<file path="config.mk">
export PLATFORM = sky130hd
export DESIGN_NAME = code_jump_monitor
export DESIGN_NICKNAME = d
export VERILOG_FILES = /design/src/rtl/cjm_pkg.sv /design/src/rtl/cjm_sat_counter.sv /design/src/rtl/cjm_jump_detect.sv /design/src/rtl/cjm_context_window.sv /design/src/rtl/code_jump_monitor.sv
export SDC_FILE = /design/constraint.sdc
export NUM_CORES = 1
export LEC_CHECK = 0
export ABC_CLOCK_PERIOD_IN_PS = 14700
export BUFFER_PORTS_ARGS = -buffer_cell sky130_fd_sc_hd__buf_2
export CAP_MARGIN = 5
export CORE_AREA = 2 2 184 186
export CTS_BUF_LIST = sky130_fd_sc_hd__clkbuf_16
export DETAILED_ROUTE_END_ITERATION = 8
export DIE_AREA = 0 0 186 188
export GPL_TIMING_DRIVEN = 0
export HOLD_SLACK_MARGIN = 0.12
export PLACE_DENSITY = 0.86
export SYNTH_ARGS = -nofsm -noshare
export SYNTH_HDL_FRONTEND = slang
export SYNTH_HIERARCHICAL = 1
export SYNTH_SLANG_ARGS = --single-unit
</file>
<file path="constraint.sdc">
create_clock -name clk -period 14.7 [get_ports clk]
set_clock_uncertainty 0.2 [all_clocks]
set_input_delay 2.94 -clock clk [delete_from_list [all_inputs] [get_ports clk]]
set_output_delay 2.94 -clock clk [all_outputs]
set_load 0.05 [all_outputs]
</file>
<file path="src/rtl/cjm_pkg.sv">
package cjm_pkg;
  // Cause of run termination, reported on stop_on_errors.
  typedef enum logic {
    STOP_BY_SAMPLES = 1'b0,
    STOP_BY_ERRORS  = 1'b1
  } stop_cause_e;
endpackage

</file>
<file path="src/rtl/cjm_sat_counter.sv">
module cjm_sat_counter #(
  parameter int W = 32
) (
  input  logic         clk,
  input  logic         rst_n,
  input  logic         clr,
  input  logic         inc,
  output logic [W-1:0] count,
  output logic [W-1:0] count_next
);
  localparam logic [W-1:0] MAXV = '1;
  localparam logic [W-1:0] ONE  = W'(1);

  // Next value exposed so limit compares can act on the same edge.
  always_comb begin
    count_next = count;
    if (inc && (count != MAXV)) count_next = count + ONE;
  end

  always_ff @(posedge clk or negedge rst_n) begin
    if (!rst_n)   count <= '0;
    else if (clr) count <= '0;
    else          count <= count_next;
  end
endmodule

</file>
<file path="src/rtl/cjm_jump_detect.sv">
module cjm_jump_detect #(
  parameter int DW = 8
) (
  input  logic [DW-1:0] cur,
  input  logic [DW-1:0] prev,
  input  logic [DW-1:0] level,
  output logic          jump
);
  logic [DW-1:0] mag;

  // Unsigned magnitude of the step, compared strictly against the level.
  always_comb begin
    mag  = (cur >= prev) ? (cur - prev) : (prev - cur);
    jump = (mag > level);
  end
endmodule

</file>
<file path="src/rtl/cjm_context_window.sv">
module cjm_context_window #(
  parameter  int DW   = 8,
  parameter  int PRE  = 8,
  parameter  int POST = 8,
  localparam int WIN  = PRE + 1 + POST,
  localparam int AW   = $clog2(WIN),
  localparam int PW   = $clog2(PRE),
  localparam int CW   = $clog2(POST + 1)
) (
  input  logic          clk,
  input  logic          rst_n,
  input  logic          clr,
  input  logic          push,
  input  logic          trigger,
  input  logic [DW-1:0] code,
  input  logic [AW-1:0] rd_addr,
  output logic [DW-1:0] rd_data,
  output logic          captured
);
  logic [DW-1:0] ring    [PRE];
  logic [DW-1:0] ordered [PRE];
  logic [DW-1:0] win     [WIN];
  logic [PW-1:0] wptr;
  logic [PW-1:0] wptr_nx;
  logic [CW-1:0] post_cnt;
  logic [AW-1:0] post_idx;

  assign wptr_nx  = (wptr == PW'(PRE - 1)) ? '0 : wptr + PW'(1);
  assign post_idx = AW'(PRE + 1) + AW'(post_cnt);

  // Oldest-first view of the ring: slot wptr holds the oldest entry.
  for (genvar g = 0; g < PRE; g++) begin : g_order
    logic [PW:0] sum;
    assign sum        = {1'b0, wptr} + (PW+1)'(g);
    assign ordered[g] = (sum >= (PW+1)'(PRE)) ? ring[PW'(sum - (PW+1)'(PRE))]
                                                : ring[PW'(sum)];
  end

  always_ff @(posedge clk or negedge rst_n) begin
    if (!rst_n) begin
      for (int i = 0; i < PRE; i++) ring[i] <= '0;
      for (int i = 0; i < WIN; i++) win[i]  <= '0;
      wptr     <= '0;
      post_cnt <= '0;
      captured <= 1'b0;
    end else if (clr) begin
      for (int i = 0; i < PRE; i++) ring[i] <= '0;
      for (int i = 0; i < WIN; i++) win[i]  <= '0;
      wptr     <= '0;
      post_cnt <= '0;
      captured <= 1'b0;
    end else if (push) begin
      if (!captured) begin
        ring[wptr] <= code;
        wptr       <= wptr_nx;
        if (trigger) begin
          for (int i = 0; i < PRE; i++) win[i] <= ordered[i];
          win[PRE] <= code;
          captured <= 1'b1;
          post_cnt <= '0;
        end
      end else if (post_cnt < CW'(POST)) begin
        win[post_idx] <= code;
        post_cnt      <= post_cnt + CW'(1);
      end
    end
  end

  assign rd_data = (rd_addr < AW'(WIN)) ? win[rd_addr] : '0;
endmodule

</file>
<file path="src/rtl/code_jump_monitor.sv">
module code_jump_monitor
  import cjm_pkg::*;
#(
  parameter  int DW    = 8,
  parameter  int CNT_W = 32,
  parameter  int PRE   = 8,
  parameter  int POST  = 8,
  localparam int WIN   = PRE + 1 + POST,
  localparam int WA    = $clog2(WIN)
) (
  input  logic             clk,
  input  logic             rst_n,
  input  logic             start,
  input  logic [DW-1:0]    qual_level,
  input  logic [CNT_W-1:0] err_limit,
  input  logic [CNT_W-1:0] sample_limit,
  input  logic             s_valid,
  output logic             s_ready,
  input  logic [DW-1:0]    s_code,
  output logic             done,
  output logic             stop_on_errors,
  output logic [CNT_W-1:0] err_count,
  output logic [CNT_W-1:0] sample_count,
  output logic             win_captured,
  input  logic [WA-1:0]    win_addr,
  output logic [DW-1:0]    win_data
);
  logic             running;
  logic             have_prev;
  logic [DW-1:0]    prev_code;
  stop_cause_e      cause_q;
  logic             accept;
  logic             examine;
  logic             jump;
  logic             err_hit;
  logic             smp_hit;
  logic [CNT_W-1:0] smp_next;
  logic [CNT_W-1:0] err_next;

  assign s_ready = running & ~start;
  assign accept  = s_valid & s_ready;
  assign examine = accept & have_prev;

  cjm_jump_detect #(.DW(DW)) u_jump (
    .cur   (s_code),
    .prev  (prev_code),
    .level (qual_level),
    .jump  (jump)
  );

  cjm_sat_counter #(.W(CNT_W)) u_smp_cnt (
    .clk        (clk),
    .rst_n      (rst_n),
    .clr        (start),
    .inc        (examine),
    .count      (sample_count),
    .count_next (smp_next)
  );

  cjm_sat_counter #(.W(CNT_W)) u_err_cnt (
    .clk        (clk),
    .rst_n      (rst_n),
    .clr        (start),
    .inc        (examine & jump),
    .count      (err_count),
    .count_next (err_next)
  );

  cjm_context_window #(.DW(DW), .PRE(PRE), .POST(POST)) u_win (
    .clk      (clk),
    .rst_n    (rst_n),
    .clr      (start),
    .push     (accept),
    .trigger  (examine & jump),
    .code     (s_code),
    .rd_addr  (win_addr),
    .rd_data  (win_data),
    .captured (win_captured)
  );

  // Limit hits evaluated on the counters' next values: stop on the same edge.
  assign err_hit = examine & jump & (err_limit != '0) & (err_next == err_limit);
  assign smp_hit = examine & (sample_limit != '0) & (smp_next == sample_limit);

  always_ff @(posedge clk or negedge rst_n) begin
    if (!rst_n) begin
      running   <= 1'b0;
      done      <= 1'b0;
      cause_q   <= STOP_BY_SAMPLES;
      have_prev <= 1'b0;
      prev_code <= '0;
    end else if (start) begin
      running   <= 1'b1;
      done      <= 1'b0;
      cause_q   <= STOP_BY_SAMPLES;
      have_prev <= 1'b0;
      prev_code <= '0;
    end else if (accept) begin
      prev_code <= s_code;
      have_prev <= 1'b1;
      if (err_hit || smp_hit) begin
        running <= 1'b0;
        done    <= 1'b1;
        cause_q <= err_hit ? STOP_BY_ERRORS : STOP_BY_SAMPLES;
      end
    end
  end

  assign stop_on_errors = (cause_q == STOP_BY_ERRORS);
endmodule

</file>
# Yosys cells after proc, flatten, opt, wreduce, memory -nomap -nowiden
# Index checks and enable logic that the tools add are counted.
# classes
addsub,22
magnitude_cmp,32
n_eq_ne,7
muxes,107
bitwise,27
n_reduce_logical,16
# ops
cell,count
$mux W136,3
$bmux W8 S3,16
$mux W8,48
$mux W64,4
$mux W72,2
$bwmux W136,1
$mux W32,4
$ge A4 B4 Y1 const B,23
$add A32 B1 Y32 const B,2
$bwmux W64,1
$eq A32 B32 Y1,2
$ne A32 B32 Y1 const B,2
$not A3 Y4,16
$reduce_bool A32 Y1,2
$bmux W8 S5,1
$demux W8 S5,1
$demux W8 S3,1
$sub A3 B1 Y3 const B,8
$mux W4,5
$add A3 B3 Y4 const B,4
$mux W1,16
$sub A8 B8 Y8,2
$ge A6 B6 Y1 const B,2
$mux W3,4
24 further kinds,41
# totals
regBits,284
input_bits,89
output_inout_bits,76
word_cells,246

# Longest topological paths before layout
# Gate-level depths: netlist of the first run.
# logic_depth
word_depth,13
ltp_mapped,27
mapped_depth_nobuf,26

# Modules after synthesis
# The synthesis of the first run kept the hierarchy.
# modules_own_cells
mod,n_inst,cells_per_inst,area_each_um2,seq_area_each_um2
cjm_context_window,1,1215,13068.8,5205.0
cjm_sat_counter at u_smp_cnt,1,223,2095.8,800.8
cjm_sat_counter at u_err_cnt,1,221,2058.2,800.8
code_jump_monitor,1,171,1397.6,300.3
cjm_jump_detect,1,116,875.8,0.0

# Least setup slack after synthesis of the first run
# Ideal clock, no wire load.
# synth_path
kind,input to register
start,input port s_code[0]
end,register running
setup_ps,135
arrival_time_ps,8031
t_required_ps,14365
setup_slack_ps,6334
stages,26
cell_sequence,inv_1 -> ha_1 -> inv_1 -> fa_1 -> nand3_1 -> a311oi_1 -> a211oi_4 -> mux2_1 -> ha_1 -> nor2b_1 -> o21a_1 -> o21ai_0 -> a21oi_1 -> o22a_1 -> and3_1 -> nand3_1 -> or4_1 -> buf_2 -> a2111oi_4 -> nand3_1 -> xnor2_1 -> xor2_1 -> nor4_1 -> nand4_1 -> nor3_1 -> nor3_1
# synth_via
elab_chain_len,11
elab_cells_between_ends,14
cone_classes,add/sub: 2; order compare: 2; eq/ne: 1; mux: 2; bitwise: 3; reduce/logical: 4
# synth_lines
item,line_no,rtl
from (decl),code_jump_monitor.sv:19,"input logic [DW-1:0] s_code,"
$sub A8 B8 Y8 / $ge A8 B8 Y1 (equally long branches),cjm_jump_detect.sv:13,mag = (cur >= prev) ? (cur - prev) : (prev - cur);
$mux W8 *,cjm_jump_detect.sv:13,
$gt A8 B8 Y1 *,cjm_jump_detect.sv:14,jump = (mag > level);
net jump,code_jump_monitor.sv:34,logic jump;
$and A1 B1 Y1 *,code_jump_monitor.sv:64,".inc (examine & jump),"
$logic_and A1 B1 Y1 *,cjm_sat_counter.sv:17,if (inc && (count != MAXV)) count_next = count + ONE;
$mux W32 *,cjm_sat_counter.sv:17,
net err_next[29],code_jump_monitor.sv:38,logic [CNT_W-1:0] err_next;
$eq A32 B32 Y1 *,code_jump_monitor.sv:82,assign err_hit = examine & jump & (err_limit != '0) & (err_next == err_limit);
$and A1 B1 Y1 *,code_jump_monitor.sv:82,
$logic_or A1 B1 Y1 *,code_jump_monitor.sv:101,if (err_hit || smp_hit) begin
$reduce_bool A2 Y1 (no source line) *,--,
$reduce_and A2 Y1 (no source line) *,--,
to (signal assigned),code_jump_monitor.sv:87,running <= 1'b0;
to (signal assigned),code_jump_monitor.sv:93,running <= 1'b1;
to (signal assigned),code_jump_monitor.sv:102,running <= 1'b0;
to (decl),code_jump_monitor.sv:28,logic running;
# Mark *: on every way through the listed nets, which the timed path passes. The rest lies on a longest branch.
# A chain may end at the register's enable or synchronous reset.

# Worst setup path in the final report of the first run
# Same ends and word-level chain as after synthesis.

==> results_dict.tcl, run 1 <==
set metrics [dict create \
    yosysUniqueCellTypes 77 \
    cts.htree.levels 1 \
    grtUsageTotal_pct 36.4 \
    grt-ovfl-total 0 \
    synthFlopType "dfrtp_1" \
    syn_nets 2075 \
    hold_end "u_win/win[130]$_DFFE_PN0P_" \
    end_kind "register" \
    die_h_um 188 \
    slew_violations 0 \
    ctsRootBufferMaster "clkbuf_16" \
    yosys_register_bits 284 \
    async_reset_ff_share_pct 100 \
    ys_warn_count 6 \
    yosysSeqAreaShare_pct 36.5 \
    drive_gt1_share_pct 19.0 \
    p_leak_nw 9.85 \
    synth_most_common_cell "dfrtp_1" \
    worst_pin_slew_ps 1190 \
    synthToLayoutAreaGrowth_pct 11.9 \
    max_stage_delay_ps 590 \
    cts.repair.resized 0 \
    setup_violations 0 \
    synth_cells 1946 \
    final_hold_viol_count 0 \
    grt_max_degree 124 \
    r2r_end "running$_DFFE_PN0P_" \
    clock_path_buffers 3 \
    synth_area_um2 19500 \
    max_freq_mhz 110 \
    placementRows 67 \
    critical_path_class "input port to register" \
    hold_depth 2 \
    io_pins 165 \
    p_per_area_nw_per_um2 79.7 \
    hpwl_mm 46.6 \
    drt_pre_antenna_iters 6 \
    die_area_um2 35000 \
    reg2reg_from "prev_code[0]$_DFFE_PN0P_" \
    crit_slowest_cell "and3_1" \
    routed_wl_mm 63.8 \
    r2r_cells 25 \
    grt_setup_unrepaired "no" \
    outcome "finished, final reports clean" \
    clock_latency_ps 590 \
    initial_core_util_pct 58.9 \
    antenna_found_initial 1 \
    portBuffers 164 \
    cts_setup_buffers 0 \
    path_buf_inv 4 \
    die_width_um 186 \
    grt_pass1_vias 17162 \
    fin_setup_tns_ps 0 \
    min_period_over_period_pct 61.8 \
    slew_headroom_pct 20.2 \
    worstHoldPathType "register to register" \
    cts_buffers 31 \
    synth_top_area_share_pct 36.5 \
    core_um2 33100 \
    drcViolationCount 0 \
    gp_congestion 0.988 \
    path_max_fanout 13 \
    grt_pass1_wl_mm 98.5 \
    insertedDiodeCount 0 \
    nNetsFinal 2274 \
    cp_common_cell "nand3_1" \
    placed_area_um2 20900 \
    clkTransAtPathRegs_ps 70 \
    rrSetupSlack_ps 7780 \
    worstSetupStartpointType "input port" \
    cp_top_family "simple AND/OR/NAND/NOR gates" \
    ant_nets 0 \
    synth_top_area_cell "dfrtp_1" \
    routed_via_density 6.74 \
    synth_edf_count 0 \
    clock_sinks 284 \
    dr.first_iter.drc_count 2075 \
    min_from "u_win/win[130]$_DFFE_PN0P_" \
    vias 17588 \
    wl_per_cell_um 24.4 \
    syn_area_per_cell_um2 10.0 \
    startpoint "s_code[0]" \
    cts_tree "yes" \
    synth.top_cells.by_area "dfrtp_1, mux2i_1, mux4_2" \
    netlist_top_cells_count "dfrtp_1, mux2i_1, nor2_1" \
    hold_buffers 0 \
    peakVddDrop_mv 0.0890 \
    cap_violations 0 \
    crit_required_ps 14940 \
    design_area_um2 21800 \
    min_period_ps 9090 \
    cp_data_arrival_time_ps 9330 \
]
-- how the worst max path moves through the flow --
stage	end	slack (ps)	depth (start not counted)
floorplan	running$_DFFE_PN0P_	6330	26
global placement	running$_DFFE_PN0P_	5240	27
detailed placement	running$_DFFE_PN0P_	5180	27
CTS	running$_DFFE_PN0P_	5710	27
global route	running$_DFFE_PN0P_	5090	27
finish	running$_DFFE_PN0P_	5610	27
-- power breakdown --
group	leakage [nW]	internal, mW	total (mW)	switching (mW)
sequential	3.95	0.787	0.793	0.00664
combinational	5.45	0.0820	0.236	0.154
clock	0.448	0.378	0.710	0.332
-- metrics by stage --
stage,cells,total power [mW],utilization [%],hold WS (ps),setup WS (ps)
after CTS,2610,1.74,65.9,280,5710
after global placement,2558,1.03,63.0,253,5240
after global routing,2610,1.79,65.9,306,5090
final,2610,1.74,65.9,276,5610
after detailed placement,2560,1.04,63.2,266,5180
after floorplan,1946,0.948,-,242,6330
-- cell usage in the layout (no fill, tap or decap), types with 67 or more instances in the layout --
cell type | netlist | final
xor2_1 | 93 | 93
nor2_1 | 143 | 143
a21oi_1 | 77 | 77
inv_1 | 73 | 76
nand4_1 | 67 | 67
buf_2 | 35 | 198
mux2i_1 | 207 | 207
nand2_1 | 135 | 135
clkbuf_1 | 88 | 88
dfrtp_1 | 284 | 284
-- worst register-to-register path: stages (launching register included) --
cell and delay, ps:
dfrtp_1 360, ha_1 180, inv_1 60, fa_1 390, nand3_1 170, a311oi_1 170, a211oi_4 490, mux2_1 380
ha_1 290, nor2b_1 130, o21a_1 110, o21ai_0 60, a21oi_1 140, o22a_1 160, and3_1 590, nand3_1 180
or4_1 420, buf_2 180, a2111oi_4 450, nand3_1 200, xnor2_1 170, xor2_1 160, nor4_1 370, nand4_1 200
nor3_1 430, nor3_1 130
-- state kept, by name, indices dropped and copies added, names as in the netlist, 3 cells and up --
register         flops
prev_code            8
u_err_cnt/count     32
u_smp_cnt/count     32
u_win/post_cnt       4
u_win/ring          64
u_win/win          136
u_win/wptr           3
-- final cells by class --
type | instances | area [um^2]
inverter | 73 | 274
buffer | 142 | 678
timing repair buffer | 166 | 886
tap | 448 | 561
clock inverter | 19 | 100
multi-input combinational | 1447 | 11400
sequential | 284 | 7110
clock buffer | 31 | 776
fill | 2620 | 11300
-- logic make-up after synthesis --
group,share of synthesized area (%)
adder cells (fa/ha/maj),2.64
flip-flops,36.5
multiplexers,22.4
buffers and inverters,4.88
AND/OR/NAND/NOR,16.1
XOR/XNOR,5.29
AO/OA/AOI/OAI,12.2
-- routing by layer --
metal | wire (um) | GRT usage [%] | share of wire (%) | vias to the layer above
met1 | 25200 | 50.5 | 39 | 8676
met5 | 9 | 0 | 0.014 | -
met3 | 7550 | 9.24 | 12 | 201
li1 | - | - | - | 7571
met4 | 2560 | 13.8 | 4.0 | 2
met2 | 28500 | 55.0 | 45 | 1138
(Power assumes the default switching activity.)
==> run 2, diff against run 1 <==
--- a/config.mk
+++ b/config.mk
@@ -5,16 +5,16 @@
 export SDC_FILE = /design/constraint.sdc
 export NUM_CORES = 1
 export LEC_CHECK = 0
-export ABC_CLOCK_PERIOD_IN_PS = 14700
+export ABC_CLOCK_PERIOD_IN_PS = 8000
 export BUFFER_PORTS_ARGS = -buffer_cell sky130_fd_sc_hd__buf_2
 export CAP_MARGIN = 5
-export CORE_AREA = 2 2 184 186
+export CORE_AREA = 2 2 192 194
 export CTS_BUF_LIST = sky130_fd_sc_hd__clkbuf_16
 export DETAILED_ROUTE_END_ITERATION = 8
-export DIE_AREA = 0 0 186 188
+export DIE_AREA = 0 0 194 196
 export GPL_TIMING_DRIVEN = 0
 export HOLD_SLACK_MARGIN = 0.12
-export PLACE_DENSITY = 0.86
+export PLACE_DENSITY = 0.83
 export SYNTH_ARGS = -nofsm -noshare
 export SYNTH_HDL_FRONTEND = slang
 export SYNTH_HIERARCHICAL = 1
==> constraint.sdc (replaced) <==
create_clock -name clk -period 8 [get_ports clk]
set_clock_uncertainty 0.2 [all_clocks]
set_input_delay 1.6 -clock clk [delete_from_list [all_inputs] [get_ports clk]]
set_output_delay 1.6 -clock clk [all_outputs]
set_load 0.05 [all_outputs]
==> run 2 against run 1 <==
  * Flip-flop and latch count stayed put
  * Critical path depth stayed put
  * Sequential power is 84% higher
  * Utilization is 4.7 points lower
  * Clock power is 120% higher
  * Hold slack worse by 3.8 ps
  * Critical path type unchanged
==> results_dict.tcl, run 2 (same netlist as run 1, synthesis figures left out) <==
set metrics [dict create \
    cap_violations 0 \
    portBuffers 164 \
    clock_sinks 284 \
    hpwl_mm 47.0 \
    clock_latency_ps 540 \
    ant_nets 0 \
    max_freq_mhz 131 \
    worstSetupStartpointType "input port" \
    final_hold_viol_count 0 \
    r2r_cells 25 \
    cts_setup_buffers 0 \
    slew_headroom_pct 24.5 \
    gp_congestion 1.02 \
    nNetsFinal 2278 \
    clkTransAtPathRegs_ps 60 \
    crit_required_ps 8190 \
    dr.first_iter.drc_count 1974 \
    dp_slack_ps -271 \
    initial_core_util_pct 54.0 \
    vias 17450 \
    hold_ws_ps 273 \
    fill_cells 2988 \
    p_leak_nw 9.97 \
    grt_pass1_vias 17078 \
    crit_path_end "running$_DFFE_PN0P_" \
    setup_violations 0 \
    startpoint "s_code[0]" \
    grt_setup_unrepaired "no" \
    final_cell_mix "dfrtp_1, mux2i_1, buf_2" \
    slew_violations 0 \
    worst_pin_slew_ps 1130 \
    grt_max_degree 114 \
    worstHoldPathType "register to register" \
    grt-ovfl-total 0 \
    path_max_fanout 13 \
    die_h_um 196 \
    placed_area_um2 21000 \
    cp_data_arrival_time_ps 7830 \
    routed_wl_mm 65.1 \
    min_period_ps 7640 \
    critical_path_class "input port to register" \
    cts.htree.levels 2 \
    antenna_found_initial 1 \
    insertedDiodeCount 0 \
    grtUsageTotal_pct 34.0 \
    end_kind "register" \
    placementRows 70 \
    max_flop_register "u_win/win" \
    setup_ws_ps 359 \
    drcViolationCount 0 \
    dp.cells 2580 \
    outcome "finished, final reports clean" \
    final-instance-count-excl-fill 2642 \
    r2r_end "running$_DFFE_PN0P_" \
    wl_per_cell_um 24.7 \
    clock_path_buffers 3 \
    peakVddDrop_mv 0.200 \
    min_period_over_period_pct 95.5 \
    routed_via_density 6.60 \
    largestRegisters "u_win/win x136, u_win/ring x64" \
    final_common_cell "dfrtp_1" \
    p_per_area_nw_per_um2 157 \
    cts_tree "yes" \
    largest_register_ffs 136 \
    grt_pass1_wl_mm 101 \
    die_area_um2 38000 \
    ctsRootBufferMaster "clkbuf_16" \
    io_pins 165 \
    die_width_um 194 \
    rrSetupSlack_ps 1230 \
    cts_buffers 35 \
    design_area_um2 22100 \
    drt_pre_antenna_iters 6 \
    synthToLayoutAreaGrowth_pct 13.3 \
    core_um2 36100 \
    reg2reg_from "prev_code[0]$_DFFE_PN0P_" \
    drive_gt1_share_pct 19.4 \
]
## run 2: cell types whose count changed in the layout (fill, tap and decap cells not counted), sizes merged
cell	before	now
clkinv	14	13
inv	77	80
bufinv	0	3
clkinvlp	1	3
clkbuf	119	124
## run 2: final cells by class
| class | instances | area (um^2) | area share [%] |
|---|---|---|---|
| multi-input cells | 1447 | 11400 | 51.8 |
| flip-flops and latches | 284 | 7110 | 32.2 |
| clock buffers | 36 | 901 | 4.08 |
| repair buffers | 166 | 886 | 4.01 |
| plain buffers | 142 | 678 | 3.07 |
| well taps | 468 | 586 | 2.65 |
| inverters | 73 | 274 | 1.24 |
| clock inverters | 26 | 224 | 1.01 |
## run 2: how the worst min path moves through the flow
stage / from / to / slack (ps) / cells past startpoint
floorplan: u_win/win[120]$_DFFE_PN0P_ / u_win/win[120]$_DFFE_PN0P_ / 240 / 2
global route: u_win/win[120]$_DFFE_PN0P_ / u_win/win[120]$_DFFE_PN0P_ / 310 / 2
finish: u_win/win[127]$_DFFE_PN0P_ / u_win/win[127]$_DFFE_PN0P_ / 270 / 2
CTS: u_win/win[123]$_DFFE_PN0P_ / u_win/win[123]$_DFFE_PN0P_ / 280 / 2
detailed placement: u_win/win[127]$_DFFE_PN0P_ / u_win/win[127]$_DFFE_PN0P_ / 260 / 2
global placement: u_win/win[130]$_DFFE_PN0P_ / u_win/win[130]$_DFFE_PN0P_ / 250 / 2
## run 2: critical path, cell delays in order
cell,delay [ps]
buf_2,130
inv_1,60
ha_1,170
inv_1,60
fa_1,400
nand3_1,140
a311oi_1,140
a211oi_4,480
mux2_1,380
ha_1,300
nor2b_1,130
o21a_1,110
o21ai_0,70
a21oi_1,150
o22a_1,180
and3_2,400
nand3_1,140
or4_1,410
buf_2,190
a2111oi_4,470
nand3_1,190
xnor2_1,220
xor2_1,150
nor4_1,340
nand4_1,160
nor3_1,550
nor3_1,120
## run 2: layer usage
layer / global-route usage (%) / vias up / part of all wire [%] / routed length (um)
li1: - / 7576 / - / -
met1: 46.5 / 8612 / 40 / 26000
met2: 53.2 / 1073 / 45 / 29300
met3: 7.24 / 187 / 11 / 7200
met4: 13.6 / 2 / 4.1 / 2690
met5: 0 / - / 0.020 / 13
## run 2: power by group
part	total [mW]	internal [mW]	switching (mW)
Combinational	0.440	0.151	0.289
Sequential	1.46	1.45	0.0102
Clock	1.58	0.919	0.659
Total	3.47	2.52	0.959
## run 2: what timing repair did
action / 4_1_cts / 5_1_grt
gates resized for setup: 0 / 1
hold buffers: 0 / 0
setup endpoints to repair: 0 / 3
## run 2: through the flow
step | total power, mW | TNS [ps] | util [%]
2_1_floorplan | 1.74 | 0 | -
3_3_place_gp | 1.90 | -23530 | 57.9
3_5_place_dp | 1.91 | -748 | 58.1
4_1_cts | 3.48 | 0 | 61.2
5_1_grt | 3.59 | 0 | 61.2
6_report | 3.47 | 0 | 61.2
